`config.mk`:
```
export PLATFORM = sky130hd
export DESIGN_NAME = start_gate_seq
export DESIGN_NICKNAME = d
export VERILOG_FILES = /design/src/rtl/start_seq_pkg.sv /design/src/rtl/start_sync.sv /design/src/rtl/window_timer.sv /design/src/rtl/seq_fsm.sv /design/src/rtl/start_gate_seq.sv
export SDC_FILE = /design/constraint.sdc
export NUM_CORES = 1
export LEC_CHECK = 0
export BUFFER_PORTS_ARGS = -buffer_cell sky130_fd_sc_hd__clkbuf_2
export CORE_MARGIN = 3
export CORE_UTILIZATION = 47
export DETAILED_ROUTE_END_ITERATION = 7
export PLACE_DENSITY = 0.69
export SYNTH_ARGS = -nofsm -noshare
export SYNTH_HDL_FRONTEND = slang
export SYNTH_SLANG_ARGS = --single-unit
```
`constraint.sdc`:
```
create_clock -name clk -period 1.8 [get_ports clk]
set_clock_uncertainty 0.05 [all_clocks]
set_input_delay 0.18 -clock clk [delete_from_list [all_inputs] [get_ports clk]]
set_output_delay 0.18 -clock clk [all_outputs]
set_load 0.1 [all_outputs]
```
`src/rtl/start_seq_pkg.sv`:
```
`timescale 1ns/1ps
package start_seq_pkg;

  typedef enum logic [1:0] {
    SQ_ASLEEP = 2'd0,
    SQ_GATED  = 2'd1,
    SQ_CONV   = 2'd2
  } sq_state_t;

  // Cycles covering a duration in ns at a clock in MHz, rounded up, at least 1.
  function automatic int cycles_for_ns(input int ns, input int mhz);
    int c;
    c = (ns * mhz + 999) / 1000;
    return (c < 1) ? 1 : c;
  endfunction

endpackage

```
`src/rtl/start_sync.sv`:
```
`timescale 1ns/1ps
module start_sync #(
  parameter int STAGES = 2
) (
  input  logic clk,
  input  logic rst_n,
  input  logic din,
  output logic lvl,
  output logic rise
);
  logic [STAGES-1:0] sh;
  logic              prev;

  for (genvar i = 0; i < STAGES; i++) begin : g_stage
    if (i == 0) begin : g_first
      always_ff @(posedge clk or negedge rst_n) begin
        if (!rst_n) sh[0] <= 1'b0;
        else        sh[0] <= din;
      end
    end else begin : g_next
      always_ff @(posedge clk or negedge rst_n) begin
        if (!rst_n) sh[i] <= 1'b0;
        else        sh[i] <= sh[i-1];
      end
    end
  end

  always_ff @(posedge clk or negedge rst_n) begin
    if (!rst_n) prev <= 1'b0;
    else        prev <= sh[STAGES-1];
  end

  assign lvl  = sh[STAGES-1];
  assign rise = sh[STAGES-1] & ~prev;
endmodule

```
`src/rtl/window_timer.sv`:
```
`timescale 1ns/1ps
module window_timer #(
  parameter int W = 8
) (
  input  logic         clk,
  input  logic         rst_n,
  input  logic         load,
  input  logic [W-1:0] load_val,
  output logic         expired
);
  logic [W-1:0] cnt;

  always_ff @(posedge clk or negedge rst_n) begin
    if (!rst_n)           cnt <= '0;
    else if (load)        cnt <= load_val;
    else if (cnt != '0)   cnt <= cnt - 1'b1;
  end

  assign expired = (cnt == '0);
endmodule

```
`src/rtl/seq_fsm.sv`:
```
`timescale 1ns/1ps
module seq_fsm
  import start_seq_pkg::*;
#(
  parameter int PWRUP_CYC = 30,
  parameter int CONV_CYC  = 46,
  parameter int ACQ_CYC   = 2,
  parameter int TW        = 6
) (
  input  logic          clk,
  input  logic          rst_n,
  input  logic          ext_lvl,
  input  logic          ext_rise,
  input  logic          core_done,
  input  logic          win_expired,
  output logic          win_load,
  output logic [TW-1:0] win_val,
  output sq_state_t     state,
  output logic          start_q,
  output logic          latch_q
);
  localparam logic [TW-1:0] PW_LD = TW'(PWRUP_CYC - 1);
  localparam logic [TW-1:0] CV_LD = TW'(CONV_CYC - 1);
  localparam logic [TW-1:0] AQ_LD = TW'(ACQ_CYC - 1);

  sq_state_t nxt;
  logic      start_d;
  logic      end_d;

  always_comb begin
    nxt      = state;
    win_load = 1'b0;
    win_val  = '0;
    start_d  = 1'b0;
    end_d    = 1'b0;
    unique case (state)
      SQ_ASLEEP: begin
        if (ext_rise) begin
          nxt      = SQ_GATED;
          win_load = 1'b1;
          win_val  = PW_LD;
        end
      end
      SQ_GATED: begin
        // gated start released only when window is over and line is low
        if (win_expired && !ext_lvl) begin
          nxt      = SQ_CONV;
          win_load = 1'b1;
          win_val  = CV_LD;
          start_d  = 1'b1;
        end
      end
      SQ_CONV: begin
        if (core_done || win_expired) begin
          end_d    = 1'b1;
          win_load = 1'b1;
          win_val  = AQ_LD;
          nxt      = ext_lvl ? SQ_GATED : SQ_ASLEEP;
        end
      end
      default: nxt = SQ_ASLEEP;
    endcase
  end

  always_ff @(posedge clk or negedge rst_n) begin
    if (!rst_n) begin
      state   <= SQ_ASLEEP;
      start_q <= 1'b0;
      latch_q <= 1'b0;
    end else begin
      state   <= nxt;
      start_q <= start_d;
      latch_q <= end_d;
    end
  end
endmodule

```
`src/rtl/start_gate_seq.sv`:
```
`timescale 1ns/1ps
module start_gate_seq
  import start_seq_pkg::*;
#(
  parameter int CLK_MHZ     = 20,
  parameter int SYNC_STAGES = 2,
  parameter int PWRUP_CYC   = cycles_for_ns(1500, CLK_MHZ),
  parameter int CONV_CYC    = cycles_for_ns(2300, CLK_MHZ),
  parameter int ACQ_CYC     = cycles_for_ns(100, CLK_MHZ)
) (
  input  logic clk,
  input  logic rst_n,
  input  logic ext_start,
  input  logic core_done,
  output logic core_pwr_en,
  output logic hold,
  output logic conv_start,
  output logic busy,
  output logic result_latch
);
  localparam int MAX_A = (PWRUP_CYC > CONV_CYC) ? PWRUP_CYC : CONV_CYC;
  localparam int MAX_C = (MAX_A > ACQ_CYC) ? MAX_A : ACQ_CYC;
  localparam int TW    = (MAX_C < 2) ? 1 : $clog2(MAX_C);

  logic          ext_lvl;
  logic          ext_rise;
  logic          win_load;
  logic [TW-1:0] win_val;
  logic          win_expired;
  sq_state_t     state;
  logic          start_q;
  logic          latch_q;

  start_sync #(.STAGES(SYNC_STAGES)) u_sync (
    .clk  (clk),
    .rst_n(rst_n),
    .din  (ext_start),
    .lvl  (ext_lvl),
    .rise (ext_rise)
  );

  window_timer #(.W(TW)) u_timer (
    .clk     (clk),
    .rst_n   (rst_n),
    .load    (win_load),
    .load_val(win_val),
    .expired (win_expired)
  );

  seq_fsm #(
    .PWRUP_CYC(PWRUP_CYC),
    .CONV_CYC (CONV_CYC),
    .ACQ_CYC  (ACQ_CYC),
    .TW       (TW)
  ) u_fsm (
    .clk        (clk),
    .rst_n      (rst_n),
    .ext_lvl    (ext_lvl),
    .ext_rise   (ext_rise),
    .core_done  (core_done),
    .win_expired(win_expired),
    .win_load   (win_load),
    .win_val    (win_val),
    .state      (state),
    .start_q    (start_q),
    .latch_q    (latch_q)
  );

  assign core_pwr_en  = (state != SQ_ASLEEP);
  assign busy         = (state == SQ_CONV);
  assign hold         = (state == SQ_CONV);
  assign conv_start   = start_q;
  assign result_latch = latch_q;
endmodule

```
==> results of run 1 <==
[placed cells by master (no fill, tap or decap), types with 2 or more instances in the layout]
cell type	netlist	final
dlygate4sd3_1	0	2
nand3_1	2	2
clkbuf_2	0	8
xnor2_1	4	4
inv_1	5	4
o21ai_0	3	3
nor2_1	3	3
buf_4	1	3
clkbuf_4	0	3
nor4b_1	2	2
dfrtp_1	13	13
nand2_1	5	5
[timing repair]
action | 4_1_cts | 5_1_grt
gates resized for setup | 0 | 4
endpoints found under the hold margin | 14 | 0
setup buffers | 0 | 1
endpoints found under the setup margin | 0 | 3
hold buffers | 2 | 0
[worst reg2reg max path, cell delays in order, from the launching register on]
cell     delay, ns
dfrtp_1       0.42
inv_1         0.10
ha_4          0.14
nor3b_4       0.30
nand2_2       0.14
xnor2_1       0.14
or3_1         0.30
[metal layers]
metal	GRT usage	up-vias
met4	0.03727	0
met5	0	-
met3	0.05150	2
met1	0.2064	223
li1	-	230
met2	0.1945	15
[sequential cells by signal, summed over array words and instances, names as in the netlist]
name           flops
u_timer.cnt        6
u_sync.prev        1
u_fsm.latch_q      1
u_sync.sh          1
u_sync.lvl         1
u_fsm.start_q      1
u_fsm.state        2
[cells by family after synthesis]
| logic type | Yosys count | share of synthesized area |
|---|---|---|
| and+or+nand+nor | 22 | 0.2356 |
| DFF | 13 | 0.5190 |
| AOI/OAI and AO/OA | 10 | 0.1277 |
| buffers and inverters | 6 | 0.04192 |
| xor gates and xnor gates | 4 | 0.05588 |
| adders and majority gates | 1 | 0.01996 |
[power by group through the flow]
stage	Sequential, mW	Combinational, mW	Clock [mW]
3_3_place_gp	0.507	0.458	0
3_5_place_dp	0.510	0.463	0
6_report	0.511	0.517	0.180
2_1_floorplan	0.496	0.386	0
5_1_grt	0.523	0.572	0.199
4_1_cts	0.504	0.471	0.186
[cell type report]
class,instances,area (sq um),share of cell area
clock buffers,4,26.28,0.03404
inverters,5,18.77,0.02431
multi-input cells,37,301.5,0.3906
flip-flops and latches,13,325.3,0.4214
well taps,14,17.52,0.02269
repair buffers,13,82.58,0.1070
[per-stage QoR]
stage	total power [mW]	cell area, sq um	utilization	TNS [ns]
3_5_place_dp	0.9733	699.4	0.5972	0
5_1_grt	1.294	772.0	0.6592	-0.006721
3_3_place_gp	0.9656	699.4	0.5972	0
2_1_floorplan	0.8822	634.4	-	0
4_1_cts	1.161	745.7	0.6368	0
6_report	1.208	772.0	0.6592	0
[path summary, 6_finish.rpt]
kind,start,endpoint
max,u_timer.cnt[1],u_timer.cnt[0]
min,core_done,u_timer.cnt[4]
max reg2reg,u_timer.cnt[1],u_timer.cnt[0]
min reg2reg,u_sync.sh[0],u_sync.lvl
max in group asynchronous,rst_n,u_timer.cnt[1]
min in group asynchronous,rst_n,u_fsm.state[1]
==> run summary, run 1 <==
Outcome = finished, final reports clean
CTS tree = done
LEAKAGE = 0.3559 nW
Wire per inst = 13.51 microns
Core Rows = 12
FF+latch count, synth = 13
Clock power share = 0.149
Largest net degree at the start of global routing = 14
Hpwl dp = 805.7 microns
Slew Viols, Final = 0
Initial DRC count = 10
Delay-heaviest family, CP = simple AND/OR/NAND/NOR gates
WL final = 1162 microns
Met3 Routed Length = 80 microns
Final hold vios = 0
VDD IR max = 0.7497 mV
Starting density of the core = 0.5353
Slew @ Worst Pin = 0.5387 ns
Post-synthesis sequential area ratio = 0.5190
Area grow syn2layout = 23.15%
Post-synthesis net count = 61
Worst setup SP type = flop
Final layout net count = 78
Avg Inst Size Synth = 11.19 sq um
Buffers on Ports = 8
Yosys top cell by area = dfrtp_1
Number of global-route vias before repair = 427
Cell Int Power = 714.5 uW
DR top layer = met4
Placer's final routability congestion estimate = 0.7299
IO Pins = 9
Root buf cell = clkbuf_4
Min-delay worst type = input port to flop
Synth top area share = 0.5190
Gr ovfl total = 0
R2r setup slk = 0.1 ns
Sequential Power Share = 0.423
Met2 WL post-DR = 482 microns
Worst Path Required = 1.90 ns
First-pass GRT wire length = 1925 microns
EDFF count, synth = 0
Sink Count = 13
Clk buf depth = 2
PD cells = 1565 nW/um^2
Critical Path End Type = flop
Max stage delay on crit path = 0.42 ns
Critical path depth = 6
Final Cycle Share = 0.9471
DR vias = 470
Number of library cell types mapped by synthesis = 26
Router iterations before antenna repair = 4
CP Data Arrival Time = 1.81 ns
Net Sw Frac = 0.4087
Placed Cells = 79
Via density = 5.465
Routed metal-1 wirelength = 591 microns
FMAX = 0.5866 GHz
GRT Util Overall = 0.1412
Core ar. = 1171 sq um
Setup-failing EPs final = 0
CP Class = flop to flop
Buffers & Inverters on Critical Path = 1
Crit Path Max Fanout = 6
Switching power = 493.8 uW
Die X = 42.52 microns
Antenna-violating nets left = 0
Crit-path cells = inv_1 -> ha_4 -> nor3b_4 -> nand2_2 -> xnor2_1 -> or3_1
CP max stage cell = dfrtp_1
Synth cell count leaders = 13 x dfrtp_1, 5 x inv_1, 5 x nand2_1
Most numerous cell in the Yosys netlist = dfrtp_1
Worst hold margin = 0.07440 ns
Asr flop ratio synth = 1.000
Area contributors post-synth = dfrtp_1 52%, xnor2_1 5.6%, nor3_2 3.2%
Synth Warn # = 0
DIE AREA = 1808 sq um
# fillers = 88
Pre-CTS setup slack = 0.05922 ns
Hold path depth = 2
Worst setup margin = 0.09518 ns
Mapped cell area = 626.9 sq um
MaxCap Viol Count = 0
Fin crit period = 1.705 ns
Die Height = 42.52 microns
Worst-skew pair later-pin latency = 0.27 ns
Reg clk slew, reported paths = 0.08 ns
Initial antenna violation count = 0
Worst slew margin = 0.6424
R2R cell count = 6
Finished Layout Cells = 86
Gate Count Post-Synth = 56
Ant diodes = 0
Share of post-route cells with drive strength above 1 = 0.3611
Ys flop type = dfrtp_1
Htree depth = 1
# DRC = 0
Power share of the combinational group = 0.428
Num CTS Buffers = 3
Note: power is estimated with default switching activity, not from simulation.
==> run 2: changes to the inputs <==
--- a/config.mk
+++ b/config.mk
@@ -9,6 +9,7 @@
 export CORE_MARGIN = 3
 export CORE_UTILIZATION = 47
 export DETAILED_ROUTE_END_ITERATION = 7
+export HOLD_SLACK_MARGIN = 0.08
 export PLACE_DENSITY = 0.69
 export SYNTH_ARGS = -nofsm -noshare
 export SYNTH_HDL_FRONTEND = slang
==> run 2 against run 1 <==
Against the previous run:
- sequential power about the same
- register-to-register slack hardly changed
- final area up 1.3%
- hold slack improved by 0.20 ns
==> run summary, run 2 (synthesized netlist as in run 1, its figures left out) <==
CP Data Arrival Time = 1.81 ns
Power share of the combinational group = 0.429
Number of global-route vias before repair = 427
CP Class = flop to flop
DR vias = 472
MaxCap Viol Count = 0
CTS tree = done
Largest regs = u_timer.cnt (6), u_fsm.state (2)
Clock power share = 0.149
Reg with most FFs = u_timer.cnt
Worst hold margin = 0.2744 ns
FMAX = 0.5866 GHz
Wire per inst = 13.41 microns
Final hold vios = 0
Router iterations before antenna repair = 4
Switching power = 494.1 uW
Ant diodes = 0
Largest net degree at the start of global routing = 14
Most frequent cells in the layout = 13 x dfrtp_1, 8 x clkbuf_2, 5 x nand2_1
Final Util = 0.6677
Core Rows = 12
Gr ovfl total = 0
Antenna-violating nets left = 0
Core ar. = 1171 sq um
Placer's final routability congestion estimate = 0.7299
Outcome = finished, final reports clean
Sequential Power Share = 0.422
Fin area = 782.0 sq um
Reg clk slew, reported paths = 0.08 ns
Slew Viols, Final = 0
Dpl cell area = 699.4 sq um
PD cells = 1547 nW/um^2
Share of post-route cells with drive strength above 1 = 0.3562
# DRC = 0
Clk buf depth = 2
Die Height = 42.52 microns
Initial DRC count = 10
Fin crit period = 1.705 ns
Pre-CTS setup slack = 0.05922 ns
Area grow syn2layout = 24.75%
Final Cycle Share = 0.9471
Setup-failing EPs final = 0
Critical Path End Type = flop
Worst-skew pair later-pin latency = 0.27 ns
Num CTS Buffers = 3
CP max stage cell = dfrtp_1
Cell Int Power = 715.9 uW
Htree depth = 1
Hpwl dp = 805.7 microns
Initial antenna violation count = 0
Root buf cell = clkbuf_4
Slew @ Worst Pin = 0.5387 ns
GRT Util Overall = 0.1412
Min-delay worst type = input port to asynchronous set/reset pin
Die X = 42.52 microns
Worst slew margin = 0.6424
Sink Count = 13
Max reg flops = 6
Worst setup margin = 0.09521 ns
First-pass GRT wire length = 1925 microns
Final layout net count = 79
Commonest non-fill, non-tap cell in the layout = dfrtp_1
Buffers on Ports = 8
Worst Path Required = 1.90 ns
Net Sw Frac = 0.4083
Crit-path cells = inv_1 -> ha_4 -> nor3b_4 -> nand2_2 -> xnor2_1 -> or3_1
Via density = 5.425
IO Pins = 9
Tot Pwr = 1.210 mW
Max stage delay on crit path = 0.42 ns
VDD IR max = 0.7515 mV
WL final = 1167 microns
LEAKAGE = 0.3601 nW
DIE AREA = 1808 sq um
Worst setup SP type = flop
Crit Path Max Fanout = 6
Starting density of the core = 0.5353
==> run 2: final cells by class <==
class	count	area, sq um
fill	87	389.1
tap	14	17.52
timing repair buffer	14	92.59
multi-input combinational	37	301.5
clock buffer	4	26.28
sequential	13	325.3
inverter	5	18.77
==> run 2: per-layer routing <==
layer / global-route usage / up-vias / wire, microns
met3: 0.05150 / 2 / 79
met2: 0.1945 / 15 / 481
met4: 0.03727 / 0 / 8
met5: 0 / - / 0
met1: 0.2064 / 223 / 597
li1: - / 232 / -
==> run 2: power by group through the flow <==
| stage | Sequential (mW) | Combinational (mW) | Clock (mW) |
|---|---|---|---|
| after floorplan | 0.496 | 0.386 | 0 |
| after global placement | 0.507 | 0.458 | 0 |
| after detailed placement | 0.510 | 0.463 | 0 |
| after CTS | 0.504 | 0.473 | 0.186 |
| after global routing | 0.523 | 0.573 | 0.199 |
| final | 0.511 | 0.519 | 0.180 |
==> run 2: final timing paths <==
path | start | endpoint | slack [ns] | cells after the start
worst max-delay path | u_timer.cnt[1] | u_timer.cnt[0] | 0.1 | 6
worst min-delay path | rst_n | u_fsm.state[1] | 0.27 | 2
worst max register to register | u_timer.cnt[1] | u_timer.cnt[0] | 0.1 | 6
worst min register to register | u_sync.sh[0] | u_sync.lvl | 0.30 | 0
max in group asynchronous | rst_n | u_timer.cnt[1] | 1.19 | 2
min in group clk | u_sync.sh[0] | u_sync.lvl | 0.30 | 0
==> run 2: stage by stage <==
step	setup TNS, ns	cells
2_1_floorplan	0	56
3_3_place_gp	0	79
3_5_place_dp	0	79
4_1_cts	0	86
5_1_grt	-0.006721	87
6_report	0	87
==> run 2: repair_timing <==
item,4_1_cts,5_1_grt
resized for setup,0,4
endpoints found under the setup margin,0,3
hold buffers,3,0
endpoints found under the hold margin,15,0
buffers inserted,0,1
==> run 2: worst max-delay path: cells and delay by family, from the launching register on <==
family                     cells  cell delay, ns
and+or+nand+nor                3            0.74
DFF                            1            0.42
adders and majority gates      1            0.14
xor gates and xnor gates       1            0.14
buffers and inverters          1            0.10
